## src/rtl/hws_pkg.sv

```systemverilog
// Package: shared widths, register addresses and reset values for the
// horizontal window scaler. Assumes a 640-column line and edges counted in
// units of four columns.
package hws_pkg;
    localparam int COL_W      = 10;  // display column width
    localparam int SCALE_W    = 8;   // scale step width
    localparam int FRAC_W     = 7;   // fractional bits of the accumulator
    localparam int EDGE_W     = 8;   // window edge register width
    localparam int EDGE_SHIFT = 2;   // edge register counts units of 4 columns
    localparam int DATA_W     = 8;   // register data width
    localparam int ADDR_W     = 2;   // register address width
    localparam int ACC_W      = COL_W + SCALE_W;
    localparam int SRC_W      = ACC_W - FRAC_W;
    localparam int FLAG_LO    = 4;   // display-enable flags sit at bits 4..6
    localparam int FLAG_N     = 3;

    typedef enum logic [ADDR_W-1:0] {
        RA_CTRL  = 2'd0,
        RA_SHR_A = 2'd1,
        RA_SHR_B = 2'd2,
        RA_NONE  = 2'd3
    } reg_addr_e;

    localparam logic [EDGE_W-1:0]  START_RST = 8'd0;
    localparam logic [EDGE_W-1:0]  STOP_RST  = 8'd160;
    localparam logic [SCALE_W-1:0] SCALE_RST = 8'd128;
endpackage

```

## src/rtl/hws_regs.sv

```systemverilog
// Register bank: control (bank bit), display-enable flags, scale step and the
// two window edges. Two addresses are shared and steered by the bank bit.
// Assumes single-cycle writes; reads are combinational.
module hws_regs
    import hws_pkg::*;
(
    input  logic                clk,
    input  logic                rst_n,
    input  logic                wr_en,
    input  logic [ADDR_W-1:0]   addr,
    input  logic [DATA_W-1:0]   wdata,
    output logic [DATA_W-1:0]   rdata,
    output logic [EDGE_W-1:0]   start_q,
    output logic [EDGE_W-1:0]   stop_q,
    output logic [SCALE_W-1:0]  scale_q,
    output logic [FLAG_N-1:0]   flags_q
);
    logic bank_q;
    logic sel_ctrl, sel_flags, sel_scale, sel_start, sel_stop;
    logic [DATA_W-1:0] flags_byte;

    // decode which register the address reaches under the current bank
    always_comb begin
        sel_ctrl  = (addr == RA_CTRL);
        sel_flags = (addr == RA_SHR_A) && !bank_q;
        sel_start = (addr == RA_SHR_A) &&  bank_q;
        sel_scale = (addr == RA_SHR_B) && !bank_q;
        sel_stop  = (addr == RA_SHR_B) &&  bank_q;
    end

    // place the flag bits at their byte position for read-back
    always_comb begin
        flags_byte = '0;
        flags_byte[FLAG_LO +: FLAG_N] = flags_q;
    end

    // control register: bank bit
    always_ff @(posedge clk) begin
        if (!rst_n)
            bank_q <= 1'b0;
        else if (wr_en && sel_ctrl)
            bank_q <= wdata[0];
    end

    // display-enable flags
    always_ff @(posedge clk) begin
        if (!rst_n)
            flags_q <= '0;
        else if (wr_en && sel_flags)
            flags_q <= wdata[FLAG_LO +: FLAG_N];
    end

    // scale step
    always_ff @(posedge clk) begin
        if (!rst_n)
            scale_q <= SCALE_RST;
        else if (wr_en && sel_scale)
            scale_q <= wdata[SCALE_W-1:0];
    end

    // window start edge
    always_ff @(posedge clk) begin
        if (!rst_n)
            start_q <= START_RST;
        else if (wr_en && sel_start)
            start_q <= wdata[EDGE_W-1:0];
    end

    // window stop edge
    always_ff @(posedge clk) begin
        if (!rst_n)
            stop_q <= STOP_RST;
        else if (wr_en && sel_stop)
            stop_q <= wdata[EDGE_W-1:0];
    end

    // read multiplexer
    always_comb begin
        rdata = '0;
        unique case (addr)
            RA_CTRL:  rdata = {{(DATA_W-1){1'b0}}, bank_q};
            RA_SHR_A: rdata = bank_q ? DATA_W'(start_q) : flags_byte;
            RA_SHR_B: rdata = bank_q ? DATA_W'(stop_q)  : DATA_W'(scale_q);
            default:  rdata = '0;
        endcase
    end
endmodule

```

## src/rtl/hws_window.sv

```systemverilog
// Window comparator: flags a column that lies in [start*4, stop*4).
// Purely combinational; an empty window results when stop <= start.
module hws_window
    import hws_pkg::*;
(
    input  logic [COL_W-1:0]  col,
    input  logic [EDGE_W-1:0] start_q,
    input  logic [EDGE_W-1:0] stop_q,
    output logic              in_win
);
    localparam int LIM_W = EDGE_W + EDGE_SHIFT;

    logic [LIM_W-1:0] lo_lim, hi_lim;
    logic [LIM_W-1:0] col_ext;

    // expand the edges to columns and compare
    always_comb begin
        lo_lim  = {start_q, {EDGE_SHIFT{1'b0}}};
        hi_lim  = {stop_q,  {EDGE_SHIFT{1'b0}}};
        col_ext = LIM_W'(col);
        in_win  = (col_ext >= lo_lim) && (col_ext < hi_lim);
    end
endmodule

```

## src/rtl/hws_accum.sv

```systemverilog
// Source-position accumulator: cleared by the line-start pulse, advanced by
// the scale step on each active column. The integer part is the source column.
// Assumes line_start has priority over a step in the same cycle.
module hws_accum
    import hws_pkg::*;
(
    input  logic               clk,
    input  logic               rst_n,
    input  logic               clear,
    input  logic               step,
    input  logic [SCALE_W-1:0] scale_q,
    output logic [ACC_W-1:0]   acc_q,
    output logic [SRC_W-1:0]   src_col
);
    // accumulate, clear on line start
    always_ff @(posedge clk) begin
        if (!rst_n)
            acc_q <= '0;
        else if (clear)
            acc_q <= '0;
        else if (step)
            acc_q <= acc_q + ACC_W'(scale_q);
    end

    // integer part of the position
    always_comb src_col = acc_q[ACC_W-1:FRAC_W];
endmodule

```

## src/rtl/hws_top.sv

```systemverilog
// Horizontal window and fractional scaler top. Registers per-column results
// one cycle after col_valid. Assumes col stays within 0..639 and that
// line_start comes on a cycle without col_valid or is meant to restart.
module hws_top
    import hws_pkg::*;
(
    input  logic              clk,
    input  logic              rst_n,
    input  logic              reg_wr,
    input  logic [1:0]        reg_addr,
    input  logic [7:0]        reg_wdata,
    output logic [7:0]        reg_rdata,
    input  logic              col_valid,
    input  logic [9:0]        col,
    input  logic              line_start,
    output logic              out_valid,
    output logic              out_active,
    output logic              out_border,
    output logic [10:0]       out_src,
    output logic              layer0_en,
    output logic              layer1_en,
    output logic              sprite_en
);
    logic [EDGE_W-1:0]  start_q, stop_q;
    logic [SCALE_W-1:0] scale_q;
    logic [FLAG_N-1:0]  flags_q;
    logic               win_act;
    logic               do_step;
    logic [ACC_W-1:0]   acc_q;
    logic [SRC_W-1:0]   src_now;

    hws_regs u_regs (
        .clk     (clk),
        .rst_n   (rst_n),
        .wr_en   (reg_wr),
        .addr    (reg_addr),
        .wdata   (reg_wdata),
        .rdata   (reg_rdata),
        .start_q (start_q),
        .stop_q  (stop_q),
        .scale_q (scale_q),
        .flags_q (flags_q)
    );

    hws_window u_win (
        .col     (col),
        .start_q (start_q),
        .stop_q  (stop_q),
        .in_win  (win_act)
    );

    // step only on a presented, active column with no restart pending
    always_comb do_step = col_valid && win_act && !line_start;

    hws_accum u_acc (
        .clk     (clk),
        .rst_n   (rst_n),
        .clear   (line_start),
        .step    (do_step),
        .scale_q (scale_q),
        .acc_q   (acc_q),
        .src_col (src_now)
    );

    // output stage: one registered result per presented column
    always_ff @(posedge clk) begin
        if (!rst_n) begin
            out_valid  <= 1'b0;
            out_active <= 1'b0;
            out_border <= 1'b0;
            out_src    <= '0;
        end else begin
            out_valid  <= col_valid;
            out_active <= col_valid &&  win_act;
            out_border <= col_valid && !win_act;
            out_src    <= line_start ? '0 : src_now;
        end
    end

    // expose the enable flags
    always_comb begin
        layer0_en = flags_q[0];
        layer1_en = flags_q[1];
        sprite_en = flags_q[2];
    end
endmodule

```

## config.mk

```make
export PLATFORM = sky130hd
export DESIGN_NAME = hws_top
export DESIGN_NICKNAME = d
export VERILOG_FILES = /design/src/rtl/hws_pkg.sv /design/src/rtl/hws_regs.sv /design/src/rtl/hws_window.sv /design/src/rtl/hws_accum.sv /design/src/rtl/hws_top.sv
export SDC_FILE = /design/constraint.sdc
export NUM_CORES = 1
export LEC_CHECK = 0
export BUFFER_PORTS_ARGS = -buffer_cell sky130_fd_sc_hd__buf_2
export CELL_PAD_IN_SITES_DETAIL_PLACEMENT = 0
export CELL_PAD_IN_SITES_GLOBAL_PLACEMENT = 1
export CORE_MARGIN = 4
export CORE_UTILIZATION = 30
export CTS_BUF_LIST = sky130_fd_sc_hd__clkbuf_2
export DETAILED_ROUTE_END_ITERATION = 7
export PLACE_DENSITY_LB_ADDON = 0.1
export SYNTH_ARGS = -nofsm -noshare
export SYNTH_HDL_FRONTEND = slang
export SYNTH_HIERARCHICAL = 1
export SYNTH_SLANG_ARGS = --single-unit
```

## constraint.sdc

```tcl
create_clock -name clk -period 6.2 [get_ports clk]
set_clock_uncertainty 0.2 [all_clocks]
set_input_delay 0.62 -clock clk [delete_from_list [all_inputs] [get_ports clk]]
set_output_delay 0.62 -clock clk [all_outputs]
set_load 0.01 [all_outputs]
```

==> run metrics, run 1 <==
wire length of the first global-routing pass=13200 µm; Congestion Overflow GR=0; Critical Path RT=6.43 ns; launch point of the worst reg-to-reg path=u_regs/start_q[0]$_SDFFE_PN0P_; worst skew pair latency=0.49 ns; critical path's most frequent cell=or3_1; Synth Register Bits=60; Routed Antenna Nets=0; most numerous cell in the Yosys netlist=dfxtp_1; TritonCTS clock tree=built; crit start category=flop; fin nets=448; crit path DAT=3.55 ns; Finished Core Util=34.4%; top cells by count, synth=60 x dfxtp_1, 50 x nand2_1, 35 x mux2i_1; drt wl/cell=about 15 µm; post-synth top area share=35.9%; DRT iter0 DRCs=112; Setup CP Type=reg -> reg; Synth Instances=365; Period minus WS final=3.33 ns; critical path's slowest cell=dfxtp_1; hold buffer count at cts=0; Setup WS post-layout=2.87 ns; Max Freq=around 300 MHz; Mapped Area=3350 µm²; cts repair resizes=0; Post-Layout Inst Area=3740 µm²; Detail Placement HPWL=5910 µm; vias post-DR=~2600; Post-Syn Nets=414; Min-Delay Endpoint=out_valid$_SDFF_PN0_; RSZ-0062 raised after global routing=no; placed instance area=3600 µm²; Worst Tran Pin Value=0.900 ns; final wirelength=8190 µm; vias in the first global route=2401; drt pass-1 iters=4; critical path's largest stage delay=about 0.41 ns; CP cell instances=ha_1 > nor4bb_1 > a2111oi_0 > or3_1 > a211oi_2 > and3b_2 > nand4_2 > nor2_2 > o211ai_2 > or3_1 > a21oi_1; status=finished, final reports clean; setup tns final=0 ns; slew margin rel.=about two fifths; share of cells above drive strength 1=21.3%; Yosys top cell by area=dfxtp_1; DR vias/cell=between 4 and 5; IO buf count=49; Fin. Hold Viols=0; core box area=roughly 11000 µm²; # rows=38; All-Layer GR Usage=between 10% and 20%; Final Setup Violations=0; ant diodes=0; Ys Warns=6; final period utilization=53.6%; Post-Syn Area per Cell=9.17 µm²; die width=114 µm; Post-synth EDFFs=0; IO Count=50; Hold Path Cell Cnt=2; Layout area overhead=11.9%; crit-path max FO=8; Reg clk slew, reported paths=approximately 0.21 ns; worst reg2reg setup slack=approximately 2.9 ns; leakage power=0.00166 µW; Async S/R FF share, synth=0%; die area=12900 µm²; CP Capture Type=flop; initial antenna violation count=0; Hold Path Class=in -> reg; CTS buffer count=9; clk root buf=clkbuf_2; Sink Count=60; dpl ws=2.53 ns; Setup Fix Bufs, Post-CTS=0; P per Cell Area=slightly above 200 nW/µm²; DRC Markers=0; Post-synth top flop=dfxtp_1; Finished Layout Cells=544; Max VDD drop=about 78 µV; r2r endpoint=u_acc/acc_q[16]$_SDFFE_PP0P_; max-cap violation count=0; Reg2Reg Depth=11; hold_sp=col_valid; synth top area cells=dfxtp_1 36%, mux2i_1 10%, ha_1 8.6%; largest net degree at the start of global routing=55; clock tree buffer depth=2; gpl congestion=0.807; Die Span Y=between 100 and 150 µm; H-Tree Depth=3; placed insts=528; Netlist cell types=53; initial core utilization=about 31%; Slew Limit Fails=0; Seq/Total Area, Yosys=35.9%
## worst max path at each step
stage / startpoint / slack, ns / cells past startpoint / endpoint
6_report: u_regs/start_q[0]$_SDFFE_PN0P_ / 2.87 / 11 / u_acc/acc_q[16]$_SDFFE_PP0P_
4_1_cts: u_regs/start_q[0]$_SDFFE_PN0P_ / 2.86 / 11 / u_acc/acc_q[16]$_SDFFE_PP0P_
2_1_floorplan: col[2] / 2.94 / 13 / u_acc/acc_q[16]$_SDFFE_PP0P_
3_5_place_dp: col[2] / 2.53 / 13 / u_acc/acc_q[16]$_SDFFE_PP0P_
3_3_place_gp: col[2] / 2.60 / 13 / u_acc/acc_q[14]$_SDFFE_PP0P_
5_1_grt: u_regs/start_q[1]$_SDFFE_PN0P_ / 2.60 / 12 / u_acc/acc_q[14]$_SDFFE_PP0P_
## final cells by class
| class | instances | area (µm²) |
|---|---|---|
| clock buffers | 9 | 45.0 |
| clock inverters | 7 | 100 |
| fillers | 1160 | 7140 |
| inverters | 27 | 101 |
| multi-input cells | 251 | 1870 |
| flip-flops and latches | 60 | 1200 |
| well taps | 140 | 175 |
| repair buffers | 50 | 253 |
## worst max-delay path: cells and delay by family, from the launching register on
family                     cells  cell delay, ns
and+or+nand+nor                6            1.74
AOI/OAI and AO/OA              4            0.65
DFF                            1            0.41
adders and majority gates      1            0.28
## cell usage in the layout (no fill, tap or decap), types with 3 or more instances in the layout
| master | n |
|---|---|
| inv_1 | 26 |
| a21o_1 | 3 |
| o22ai_1 | 5 |
| nand3_1 | 4 |
| a21oi_1 | 17 |
| nor2b_1 | 7 |
| nand4b_1 | 5 |
| mux2i_1 | 35 |
| clkbuf_2 | 9 |
| clkinv_4 | 3 |
| and3b_2 | 4 |
| buf_2 | 49 |
| xor2_1 | 6 |
| o21ai_0 | 15 |
| and3b_1 | 9 |
| nand2b_1 | 8 |
| or3_1 | 9 |
| nor2_1 | 10 |
| ha_1 | 23 |
| nand2_1 | 50 |
| o221ai_2 | 5 |
| dfxtp_1 | 60 |
## metal layers
layer	GRT usage (%)	routed length, µm	up-vias
met4	4.33	92	0
met3	3.29	368	9
li1	-	-	1341
met2	17.9	3290	61
met1	20.3	4430	1185
met5	0	0	-
## power breakdown
part           internal (µW)  switching, µW  leakage, µW  total (µW)
sequential               391           5.28     0.000485         396
clock                    137            169    0.0000864         305
combinational           28.5           39.6      0.00109        68.0
total                    556            213      0.00166         770
## stage by stage
stage | hold slack (ns) | total power, µW
6_report | 0.189 | 770
3_3_place_gp | 0.261 | 473
2_1_floorplan | 0.247 | 449
3_5_place_dp | 0.261 | 473
5_1_grt | 0.125 | 810
4_1_cts | 0.145 | 780
## kinds of logic after synthesis
kind of cell	after synthesis	share of synthesized area, %
adder cells (fa/ha/maj)	24	9.20
AO/OA/AOI/OAI	62	13.5
AND/OR/NAND/NOR	124	21.1
buffers and inverters	54	8.30
flip-flops	60	35.9
multiplexers	35	10.5
XOR/XNOR	6	1.57
## registers in the layout, summed over array words and instances, names as in the netlist
register,count
u_regs/start_q,8
u_regs/scale_q,8
u_acc/acc_q,18
u_regs/flags_q,3
out_src,11
out_valid,1
out_border,1
u_regs/bank_q,1
u_regs/stop_q,8
out_active,1
No activity file was read; power rests on OpenSTA's default activity.
==> inputs of run 2 (changes only) <==
Clock period 6.2 ns to 2.65 ns, I/O delays scaled along.
==> run 2 against run 1 <==
The flow now finishes with violations (negative setup slack). Largest power group unchanged. Non-clock buffer count increased by 56. Combinational power increased to 3.1 times the previous value. Global-route usage rose by 0.96 points.
==> run metrics, run 2 (synthesis gave the netlist of run 1 again) <==
most frequent cells in the layout=56 x dfxtp_1, 49 x buf_2, 48 x nand2_1; # rows=38; crit path DAT=3.23 ns; critical path's slowest cell=dfxtp_2; Period minus WS final=a little under 3 ns; CP cell instances=ha_4 > nor4bb_4 > a2111oi_2 > or3_1 > a211oi_2 > and3b_2 > nand4_4 > nor2_4 > buf_4 > nand2_1 > or3_1 > a21oi_1; ant diodes=0; failing checks=negative setup slack; crit start category=flop; Layout area overhead=29.1%; DRC Markers=0; fin nets=504; Sink Count=60; Finished Core Util=39.7%; largest net degree at the start of global routing=between 40 and 50; core box area=10900 µm²; All-Layer GR Usage=14.2%; vias post-DR=about 2800; clk root buf=clkbuf_2; die width=between 100 and 150 µm; wire length of the first global-routing pass=14400 µm; Max Freq=336 MHz; drt pass-1 iters=4; worst skew pair latency=around 0.5 ns; CP Capture Type=flop; total power=about 1800 µW; critical path's largest stage delay=around 0.38 ns; IO Count=50; RSZ-0062 raised after global routing=yes; status=finished, violations left; number of filler instances in the final layout=1138; critical path's most frequent cell=or3_1; crit-path max FO=4; gpl congestion=0.709; IO buf count=49; CTS buffer count=9; commonest non-fill, non-tap cell in the layout=dfxtp_1; die area=12900 µm²; Hold Path Class=reg -> reg; Setup WS post-layout=-0.324 ns; largest register by flop count=u_acc/acc_q; max-cap violation count=0; H-Tree Depth=3; final wirelength=roughly 9000 µm; storage element area=around 1200 µm²; drt wl/cell=14.6 µm; Final Setup Violations=15; slew margin rel.=68.2%; leakage power=0.00196 µW; Largest regs=u_acc/acc_q: 18 flops, out_src: 11 flops; TritonCTS clock tree=built; Routed Antenna Nets=0; clock tree buffer depth=2; vias in the first global route=2809; initial antenna violation count=0; Critical Path RT=2.91 ns; Slew Limit Fails=0; Congestion Overflow GR=0; P per Cell Area=between 400 and 500 nW/µm²; Detail Placement HPWL=between 6000 and 7000 µm; Max VDD drop=between 200 and 250 µV; DRT iter0 DRCs=108; max reg flops=18; Setup CP Type=reg -> reg; final period utilization=112%; Worst Tran Pin Value=0.476 ns; Fin. Hold Viols=0; worst reg2reg setup slack=-0.32 ns; Reg clk slew, reported paths=0.21 ns; share of cells above drive strength 1=between 30% and 40%; DR vias/cell=4.67; multi-input logic area=just under 2000 µm²; Die Span Y=around 110 µm; initial core utilization=between 30 and 40%
[run 2: cell count changes in the layout (fill, tap and decap cells not counted), sizes merged]
cell,before,now
dlygate4sd3,0,14
buf,50,92
clkinv,5,4
clkinvlp,0,1
[run 2: area by class of cell]
class | count | area share (%)
Tap cell | 140 | 4.05
Inverter | 27 | 2.37
Clock buffer | 9 | 1.04
Timing Repair Buffer | 106 | 16.7
Sequential cell | 60 | 27.9
Multi-Input combinational cell | 251 | 45.6
Clock inverter | 7 | 2.29
[run 2: timing repair]
item | in CTS | in global routing
buffers inserted | 4 | 4
pin swaps | 13 | 14
setup endpoints to repair | 16 | 25
hold buffers | 14 | 0
gates cloned | 0 | 0
resized for setup | 10 | 16
hold endpoints to repair | 43 | 0
[run 2: metal layers]
layer | GRT usage, % | part of all wire [%]
met1 | 20.2 | 52
met2 | 21.6 | 43
met3 | 3.55 | 3.6
met4 | 3.61 | 0.96
met5 | 0 | 0
[run 2: final timing paths]
| check | cells past startpoint | from | endpoint |
|---|---|---|---|
| max | 12 | u_regs/start_q[0]$_SDFFE_PN0P_ | u_acc/acc_q[13]$_SDFFE_PP0P_ |
| min | 2 | u_regs/flags_q[1]$_SDFFE_PN0P_ | u_regs/flags_q[1]$_SDFFE_PN0P_ |
| max reg2reg | 12 | u_regs/start_q[0]$_SDFFE_PN0P_ | u_acc/acc_q[13]$_SDFFE_PP0P_ |
| min reg2reg | 2 | u_regs/flags_q[1]$_SDFFE_PN0P_ | u_regs/flags_q[1]$_SDFFE_PN0P_ |
[run 2: power by group]
group / internal [µW] / switching (µW)
Combinational: 103 / 108
Sequential: 915 / 11.7
Clock: 317 / 384
[run 2: stage by stage]
stage | hold WS (ns) | setup TNS (ns) | std cells | worst slack [ns] | area [µm²]
6_report | 0.290 | -2.31 | 600 | -0.324 | 4320
5_1_grt | 0.306 | -5.26 | 600 | -0.490 | 4320
4_1_cts | 0.268 | -2.06 | 596 | -0.278 | 4220
3_5_place_dp | 0.265 | -4.29 | 562 | -0.430 | 3870
3_3_place_gp | 0.260 | -3.93 | 562 | -0.400 | 3870
2_1_floorplan | 0.201 | -0.849 | 365 | -0.191 | 3370
[run 2: worst max-delay path, delay by kind of cell (launching register included)]
family	cells	cell delay [ns]
fa+ha+maj	1	0.25
flops	1	0.38
simple gates	7	1.55
buf+inv	1	0.13
compound gates	3	0.44
==> inputs of run 3 (changes only) <==
Settings changed: CELL_PAD_IN_SITES_DETAIL_PLACEMENT 0 to unset, CELL_PAD_IN_SITES_GLOBAL_PLACEMENT 1 to unset, PLACE_DENSITY_LB_ADDON 0.1 to unset, TNS_END_PERCENT set to 5.
==> run 3 against run 2 <==
The flow still finishes with violations (negative setup slack). Die area stayed put. Utilization shrank 1.8 points. Non-clock buffer count shrank 11. Sequential cell count did not move. Cell area fell by 4.6%. Sequential power hardly changed. Critical endpoint is now u_acc/acc_q[14]$_SDFFE_PP0P_. Setup slack got worse by 0.037 ns. Power fell by 14%. Sequential share of layout area grew 1.3 points. Critical path type unchanged. Via count up 0.46%.
==> run metrics, run 3 (synthesis gave the netlist of run 1 again) <==
Hold Path Cell Cnt=2; failing checks=negative setup slack; Layout area overhead=23.2%; # rows=38; Setup CP Type=reg -> reg; largest net degree at the start of global routing=39; drt pass-1 iters=4; vias post-DR=2817; CTS buffer count=9; crit path DAT=3.23 ns; leakage power=around 0.0019 µW; All-Layer GR Usage=between 10% and 20%; Setup WS post-layout=-0.361 ns; Critical Path RT=approximately 2.9 ns; IO Count=50; Reg clk slew, reported paths=0.19 ns; DRC Markers=0; clk root buf=clkbuf_2; DRT iter0 DRCs=120; IO buf count=49; gpl congestion=0.811; Final Setup Violations=16; RSZ-0062 raised after global routing=yes; wire length of the first global-routing pass=13200 µm; most frequent cells in the layout=57 x dfxtp_1, 50 x nand2_1, 49 x buf_2; core box area=10900 µm²; ant diodes=0; Die Span Y=approximately 110 µm; die width=114 µm; Fin. Hold Viols=0; storage element area=1200 µm²; max-cap violation count=0; Period minus WS final=about 3 ns; worst skew pair latency=0.49 ns; commonest non-fill, non-tap cell in the layout=dfxtp_1; Congestion Overflow GR=0; share of cells above drive strength 1=27.2%; Hold Path Class=reg -> reg; initial antenna violation count=0; final period utilization=114%; Detail Placement HPWL=5840 µm; TritonCTS clock tree=built; DR vias/cell=4.78; multi-input logic area=1930 µm²; status=finished, violations left; initial core utilization=30.7%; vias in the first global route=2800; critical path's slowest cell=or3_4; largest register by flop count=u_acc/acc_q; CP Capture Type=flop; die area=~13000 µm²; CP cell instances=ha_1 > nor4bb_4 > a2111oi_1 > or3_1 > a211oi_2 > and3b_2 > nand4_4 > nor2_4 > o211ai_4 > or3_4 > a21oi_2; fin nets=approximately 500; clock tree buffer depth=2; drt wl/cell=about 13 µm; Largest regs=u_acc/acc_q: 18 flops, out_src: 11 flops; Reg2Reg Depth=11; Max Freq=332 MHz; worst hold slack=0.289 ns; H-Tree Depth=3; slew margin rel.=about 58%; max reg flops=18; Finished Core Util=approximately 38%; dpl ws=-0.443 ns; Worst Tran Pin Value=0.633 ns; Slew Limit Fails=0; crit start category=flop; Routed Antenna Nets=0; critical path's largest stage delay=0.39 ns; crit-path max FO=5; number of filler instances in the final layout=1118; final wirelength=7930 µm; Sink Count=60; P per Cell Area=385 nW/µm²; Max VDD drop=188 µV
[run 3: worst paths after layout]
check,from,slack (ns),endpoint
hold / removal,u_regs/flags_q[0]$_SDFFE_PN0P_,0.29,u_regs/flags_q[0]$_SDFFE_PN0P_
hold reg to reg,u_regs/flags_q[0]$_SDFFE_PN0P_,0.29,u_regs/flags_q[0]$_SDFFE_PN0P_
setup / recovery,u_regs/start_q[0]$_SDFFE_PN0P_,-0.36,u_acc/acc_q[14]$_SDFFE_PP0P_
setup reg to reg,u_regs/start_q[0]$_SDFFE_PN0P_,-0.36,u_acc/acc_q[14]$_SDFFE_PP0P_
[run 3: metal layers]
layer | global-route usage [%] | wire length, µm
met5 | 0 | 0
met1 | 15.9 | 3760
met4 | 4.65 | 120
met3 | 3.08 | 330
met2 | 21.5 | 3720
[run 3: repair_timing]
| item | in CTS | in global routing |
|---|---|---|
| cloned | 0 | 0 |
| endpoints found under the setup margin | 16 | 17 |
| pin swaps | 6 | 8 |
| setup buffers | 0 | 0 |
| resized for setup | 5 | 5 |
| hold buffers | 15 | 0 |
| hold endpoints to repair | 42 | 0 |
[run 3: power breakdown]
group / internal, µW / switching, µW
sequential: 914 / 9.38
clock: 125 / 338
combinational: 98.2 / 102
[run 3: critical path, delay by kind of cell (launching register included)]
family / cells / cell delay, ns
simple gates: 6 / 1.56
compound gates: 4 / 0.60
flops: 1 / 0.35
fa+ha+maj: 1 / 0.26
[run 3: final cells by class]
class	instances	share of cell area, %
inverters	27	2.46
flip-flops and latches	60	29.2
clock buffers	11	1.34
clock inverters	5	0.698
well taps	140	4.25
multi-input cells	251	46.8
repair buffers	95	15.2
[run 3: per-stage QoR]
| stage | setup TNS [ns] | total power, µW | cell area [µm²] | std cells |
|---|---|---|---|---|
| 5_1_grt | -4.78 | 1670 | 4120 | 589 |
| 6_report | -2.52 | 1590 | 4120 | 589 |
| 4_1_cts | -1.93 | 1610 | 4110 | 589 |
| 3_5_place_dp | -4.54 | 1120 | 3840 | 558 |
| 2_1_floorplan | -0.920 | 1050 | 3370 | 365 |
| 3_3_place_gp | -3.73 | 1120 | 3840 | 558 |
